<file path="src/rtl/opSamplerPkg.sv">
package opSamplerPkg;
  localparam logic [1:0] ADDR_INTERVAL = 2'd0;
  localparam logic [1:0] ADDR_CTRL     = 2'd1;
  localparam logic [1:0] ADDR_CAP      = 2'd2;

  typedef struct packed {
    logic cfgLoad;    // interval written: plain reload
    logic decr;       // counted operation, no expiry
    logic expReload;  // expiry: reload with optional jitter
    logic collInc;    // dropped selection
    logic collClr;    // clear collision count
  } ctrlStrobes_t;
endpackage

</file>
<file path="src/rtl/opSamplerDp.sv">
module opSamplerDp
  import opSamplerPkg::*;
#(
  parameter int CNT_W        = 24,
  parameter int COLL_W       = 32,
  parameter int DATA_W       = 32,
  parameter int MIN_INTERVAL = 256,
  parameter int JIT_W        = 8,
  parameter logic [15:0] LFSR_SEED = 16'hACE1,
  parameter logic [15:0] LFSR_TAPS = 16'hB400
) (
  input  logic              clk,
  input  logic              rstN,
  input  logic              cfgWe,
  input  logic [1:0]        cfgAddr,
  input  logic [DATA_W-1:0] cfgWdata,
  input  ctrlStrobes_t      stb,
  output logic              expireNow,
  output logic [DATA_W-1:0] cfgRdata,
  output logic [COLL_W-1:0] collCount
);
  localparam logic [CNT_W-1:0] MIN_CNT = CNT_W'(MIN_INTERVAL);

  logic [CNT_W-1:0]  intervalQ, cntQ, effInterval, effNew, jitReload;
  logic [CNT_W:0]    jitSum;
  logic              jitEnQ;
  logic [15:0]       lfsrQ, lfsrNext;
  logic [COLL_W-1:0] collQ;
  logic              unusedWdata;

  assign unusedWdata = ^cfgWdata[DATA_W-1:CNT_W];

  assign effInterval = (intervalQ == '0) ? MIN_CNT : intervalQ;
  assign effNew      = (cfgWdata[CNT_W-1:0] == '0) ? MIN_CNT : cfgWdata[CNT_W-1:0];
  assign jitSum      = {1'b0, effInterval}
                     + (CNT_W+1)'(jitEnQ ? lfsrQ[JIT_W-1:0] : '0);
  assign jitReload   = jitSum[CNT_W] ? '1 : jitSum[CNT_W-1:0];
  assign lfsrNext    = {lfsrQ[14:0], ^(lfsrQ & LFSR_TAPS)};
  assign expireNow   = (cntQ <= CNT_W'(1));

  always_ff @(posedge clk) begin
    if (!rstN) begin
      intervalQ <= '0;
      jitEnQ    <= 1'b0;
      cntQ      <= MIN_CNT;
      lfsrQ     <= LFSR_SEED;
    end else begin
      if (cfgWe && cfgAddr == ADDR_INTERVAL) intervalQ <= cfgWdata[CNT_W-1:0];
      if (cfgWe && cfgAddr == ADDR_CTRL)     jitEnQ    <= cfgWdata[0];
      if (stb.cfgLoad)        cntQ <= effNew;
      else if (stb.expReload) cntQ <= jitReload;
      else if (stb.decr)      cntQ <= cntQ - CNT_W'(1);
      if (stb.expReload && jitEnQ) lfsrQ <= lfsrNext;
    end
  end

  always_ff @(posedge clk) begin
    if (!rstN || stb.collClr)             collQ <= '0;
    else if (stb.collInc && collQ != '1)  collQ <= collQ + COLL_W'(1);
  end

  assign collCount = collQ;

  always_comb begin
    unique case (cfgAddr)
      ADDR_INTERVAL: cfgRdata = DATA_W'(intervalQ);
      ADDR_CTRL:     cfgRdata = DATA_W'(jitEnQ);
      ADDR_CAP:      cfgRdata = DATA_W'(MIN_CNT);
      default:       cfgRdata = '0;
    endcase
  end
endmodule

</file>
<file path="src/rtl/opSamplerCtrl.sv">
module opSamplerCtrl
  import opSamplerPkg::*;
(
  input  logic         clk,
  input  logic         rstN,
  input  logic         popPulse,
  input  logic         doneIn,
  input  logic         clrColl,
  input  logic         cfgWe,
  input  logic [1:0]   cfgAddr,
  input  logic         expireNow,
  output ctrlStrobes_t stb,
  output logic         selStrobe,
  output logic         inFlight
);
  logic busyQ, wrInterval, popEff, expire, slotFree;

  assign wrInterval = cfgWe && (cfgAddr == ADDR_INTERVAL);
  assign popEff     = popPulse && !wrInterval;
  assign expire     = popEff && expireNow;
  assign slotFree   = !busyQ || doneIn;
  assign selStrobe  = expire && slotFree;

  always_comb begin
    stb.cfgLoad   = wrInterval;
    stb.decr      = popEff && !expireNow;
    stb.expReload = expire;
    stb.collInc   = expire && !slotFree;
    stb.collClr   = clrColl;
  end

  always_ff @(posedge clk) begin
    if (!rstN)          busyQ <= 1'b0;
    else if (selStrobe) busyQ <= 1'b1;
    else if (doneIn)    busyQ <= 1'b0;
  end

  assign inFlight = busyQ;
endmodule

</file>
<file path="src/rtl/opSampler.sv">
module opSampler
  import opSamplerPkg::*;
#(
  parameter int CNT_W        = 24,
  parameter int COLL_W       = 32,
  parameter int MIN_INTERVAL = 256
) (
  input  logic              clk,
  input  logic              rstN,
  input  logic              cfgWe,
  input  logic [1:0]        cfgAddr,
  input  logic [31:0]       cfgWdata,
  output logic [31:0]       cfgRdata,
  input  logic              popPulse,
  input  logic              doneIn,
  input  logic              clrColl,
  output logic              selStrobe,
  output logic [COLL_W-1:0] collCount
);
  ctrlStrobes_t stb;
  logic         expireNow;
  logic         inFlight;

  opSamplerCtrl ctrl_i (
    .clk(clk), .rstN(rstN), .popPulse(popPulse), .doneIn(doneIn),
    .clrColl(clrColl), .cfgWe(cfgWe), .cfgAddr(cfgAddr),
    .expireNow(expireNow), .stb(stb), .selStrobe(selStrobe),
    .inFlight(inFlight)
  );

  opSamplerDp #(
    .CNT_W(CNT_W), .COLL_W(COLL_W), .DATA_W(32), .MIN_INTERVAL(MIN_INTERVAL)
  ) dp_i (
    .clk(clk), .rstN(rstN), .cfgWe(cfgWe), .cfgAddr(cfgAddr),
    .cfgWdata(cfgWdata), .stb(stb), .expireNow(expireNow),
    .cfgRdata(cfgRdata), .collCount(collCount)
  );
endmodule

</file>
<file path="config.mk">
export PLATFORM = sky130hd
export DESIGN_NAME = opSampler
export DESIGN_NICKNAME = d
export VERILOG_FILES = /design/src/rtl/opSamplerPkg.sv /design/src/rtl/opSamplerDp.sv /design/src/rtl/opSamplerCtrl.sv /design/src/rtl/opSampler.sv
export SDC_FILE = /design/constraint.sdc
export NUM_CORES = 1
export LEC_CHECK = 0
export BUFFER_PORTS_ARGS = -buffer_cell sky130_fd_sc_hd__buf_4
export CORE_UTILIZATION = 35
export CTS_CLUSTER_DIAMETER = 30
export DETAILED_ROUTE_END_ITERATION = 8
export GPL_ROUTABILITY_DRIVEN = 0
export PLACE_DENSITY = 0.57
export SKIP_CTS_REPAIR_TIMING = 1
export SLEW_MARGIN = 20
export SYNTH_ARGS = -nofsm -noshare
export SYNTH_HDL_FRONTEND = slang
export SYNTH_SLANG_ARGS = --single-unit
</file>
<file path="constraint.sdc">
create_clock -name clk -period 7.85 [get_ports clk]
set_input_delay 1.57 -clock clk [delete_from_list [all_inputs] [get_ports clk]]
set_output_delay 1.57 -clock clk [all_outputs]
set_load 0.005 [all_outputs]
</file>
==> reports/summary.txt <==
Initial Utilization -> 35.70%
synthesized cell area -> 6153 um^2
max-cap violation count -> 0
Ys Warns -> 0
number of synthesized flops with an enable pin -> 0
total congestion overflow -> 0
Worst EP required -> 6280 ps
CP max stage cell -> nand4_2
vias in the first global route -> 5,398
htree depth -> 3
floorplan die area -> 18,120 um^2
Seq/Total Area, Yosys -> 31.88%
number of detailed-route iterations in the first pass -> 6
Clk Tree Root Cell -> clkbuf_16
Final Setup Violations -> 0
Fillers -> 1,737
VDD IR max -> 0.0001208 V
vias -> 6,062
worst-margin pin slew -> 1033 ps
Vias per Instance -> 5.650
fraction of the cycle the final worst path needs -> 60.88%
wire length per cell -> 17.60 um
dpl cells -> 1,057
final worst slack -> 3071 ps
arrival time worst endpoint -> 3210 ps
worst path buffer plus inverter count -> 3
hold_ws -> 453.6 ps
DP Wirelength -> 13,570 um
RSZ-0062 raised after global routing -> false
post-route core utilization -> 41.78%
Top delay family on crit path -> simple AND/OR/NAND/NOR gates
DRT iter0 DRCs -> 473
synth unique cells -> 77
Final nets -> 895
Leakage -> 2.719 nW
Area Growth Syn to Fin -> 17.02%
main flop type after synthesis -> dfxtp_1
outcome -> finished clean
post-route minimum period -> 4779 ps
post-place setup slack -> 3090 ps
max incr delay on CP -> 470 ps
Skew-Pair Late Insertion Delay -> 350 ps
# IOs -> 105
CTS tree -> built
worst rel slew slack -> 30.83%
DRC Markers -> 0
Syn Area/Cell -> 7.730 um^2
first-pass GRT wire length -> 30,400 um
Tightest Hold Check Type -> reg2reg
FMAX -> 209.3 MHz
Final Max Tran Viols -> 0
Max Fanout on Critical Path -> 34
Setup crit start kind -> input port
setup TNS -> 0 ps
finished layout cell area -> 7201 um^2
clk slew on worst S/H paths -> 70 ps
Final ANT Viol Nets -> 0
initial antenna violation count -> 0
Post-synth ARST share -> 0%
synthesized flop and latch total -> 98
Core Rows -> 48
DP Area -> 6860 um^2
core area -> 17,240 um^2
Overall Global Routing Usage -> 21.46%
# clock sinks -> 98
Final Hold Violating Endpoints -> 0
Final Skew -> 8.830 ps
Total Wirelength -> 18,890 um
port bufs -> 88
Clock Tree Buf Depth -> 2
top cells by area, synth -> dfxtp_1, nand2_1, a21oi_1
crit path capture type -> output port
post-synth top area cell -> dfxtp_1
share of cells above drive strength 1 -> 17.45%
critical path type -> in2out
CTS Buf Count -> 9
post-synth top area share -> 31.88%
Layout Cells excl Fill -> 1,073
PwrDens -> 167.3 nW/um^2
most used cell, CP -> buf_4
CP Cell Sequence -> buf_4, nor3b_4, buf_4, nor2_1, nand4_2, nor2_1, buf_4
Ant. Diodes -> 0
Post-Synthesis Cells -> 796
Die H -> 134.6 um
largest net degree at the start of global routing -> 50
die width -> 134.6 um
Pwr Total -> 1.204 mW
synth_stat cells (all sizes together), types with 3 or more instances:
cell type	number
a211oi	8
a21boi	6
a21o	6
a21oi	67
a221oi	4
a311oi	3
a31o	4
a31oi	14
a41o	5
and2	35
and3	6
and4	10
buf	21
clkbuf	43
dfxtp	98
ha	11
inv	6
mux2i	6
nand2	123
nand2b	4
nand3	32
nand4	26
nor2	53
nor2b	3
nor3	21
nor4	31
o211ai	8
o21a	4
o21ai	39
o311ai	4
o31ai	3
or2	6
or3	9
or4	6
xnor2	27
xor2	13
report_power, final:
part | internal [mW] | switching, mW | leakage [nW]
registers | 0.511 | 0.0238 | 0.795
logic | 0.0640 | 0.0982 | 1.76
clock network | 0.299 | 0.209 | 0.162
total | 0.874 | 0.331 | 2.72
state kept, by name, indices dropped and copies added (netlist names):
signal	flops
dp_i.intervalQ	24
dp_i.lfsrQ	16
dp_i.collCount	32
dp_i.cntQ	24
dp_i.jitEnQ	1
ctrl_i.inFlight	1
cell families after synthesis:
group / Yosys count / share of synthesized area, %
AO/OA/AOI/OAI: 193 / 20.29
XOR/XNOR: 40 / 5.693
adder cells (fa/ha/maj): 12 / 2.562
buffers and inverters: 70 / 5.327
flip-flops: 98 / 31.88
multiplexers: 6 / 0.9760
other: 1 / 0.06094
AND/OR/NAND/NOR: 376 / 33.20
worst reg2reg max path, delay by kind of cell, from the launching register on:
family | cells | cell delay [ps]
DFF | 1 | 560
AOI/OAI and AO/OA | 5 | 1240
and+or+nand+nor | 2 | 710
adders and majority gates | 2 | 470
metal layers:
layer	wire, um	part of all wire [%]	track usage (%)	vias to the layer above
li1	-	-	-	2980
met1	9250	49	31.50	2874
met2	8156	43	31.69	185
met3	1210	6.4	4.767	23
met4	267	1.4	4.744	0
met5	0	0	0	-
cells in the final DEF (no fill, tap or decap), drive strengths merged, types with 3 or more instances in the layout:
| cell | instances |
|---|---|
| o211ai | 8 |
| nand2 | 123 |
| a31oi | 14 |
| buf | 93 |
| xnor2 | 27 |
| a41o | 5 |
| or4 | 6 |
| and2 | 35 |
| a221oi | 4 |
| clkbuf | 11 |
| a21oi | 67 |
| xor2 | 13 |
| o21ai | 39 |
| a21boi | 6 |
| nor4 | 31 |
| a211oi | 8 |
| or3 | 9 |
| and4 | 10 |
| nor3 | 21 |
| inv | 7 |
| a311oi | 3 |
| a31o | 4 |
| nand2b | 4 |
| o31ai | 3 |
| a21o | 6 |
| dfxtp | 98 |
| nor2b | 3 |
| conb | 8 |
| o21a | 4 |
| nand4 | 26 |
| nand3 | 32 |
| o311ai | 4 |
| nor2 | 53 |
| and3 | 6 |
| mux2i | 6 |
| ha | 11 |
| or2 | 6 |
worst paths after layout:
kind | slack, ps | start | endpoint | cells past startpoint
max | 3070 | cfgWe | selStrobe | 7
min | 450 | dp_i.lfsrQ[8]$_SDFFE_PN0P_ | dp_i.lfsrQ[8]$_SDFFE_PN0P_ | 2
max reg2reg | 4820 | dp_i.jitEnQ$_SDFFE_PN0P_ | dp_i.cntQ[20]$_SDFFE_PN0P_ | 9
min reg2reg | 450 | dp_i.lfsrQ[8]$_SDFFE_PN0P_ | dp_i.lfsrQ[8]$_SDFFE_PN0P_ | 2
final cells by class:
type	count	area (um^2)	share of cell area, %
multi-input combinational	635	3899	54.14
clock buffer	11	252.7	3.510
timing repair buffer	93	698.2	9.696
inverter	6	22.52	0.3128
tap	225	281.5	3.910
sequential	98	1962	27.25
clock inverter	5	85.08	1.182
No activity file was read; power rests on OpenSTA's default activity.
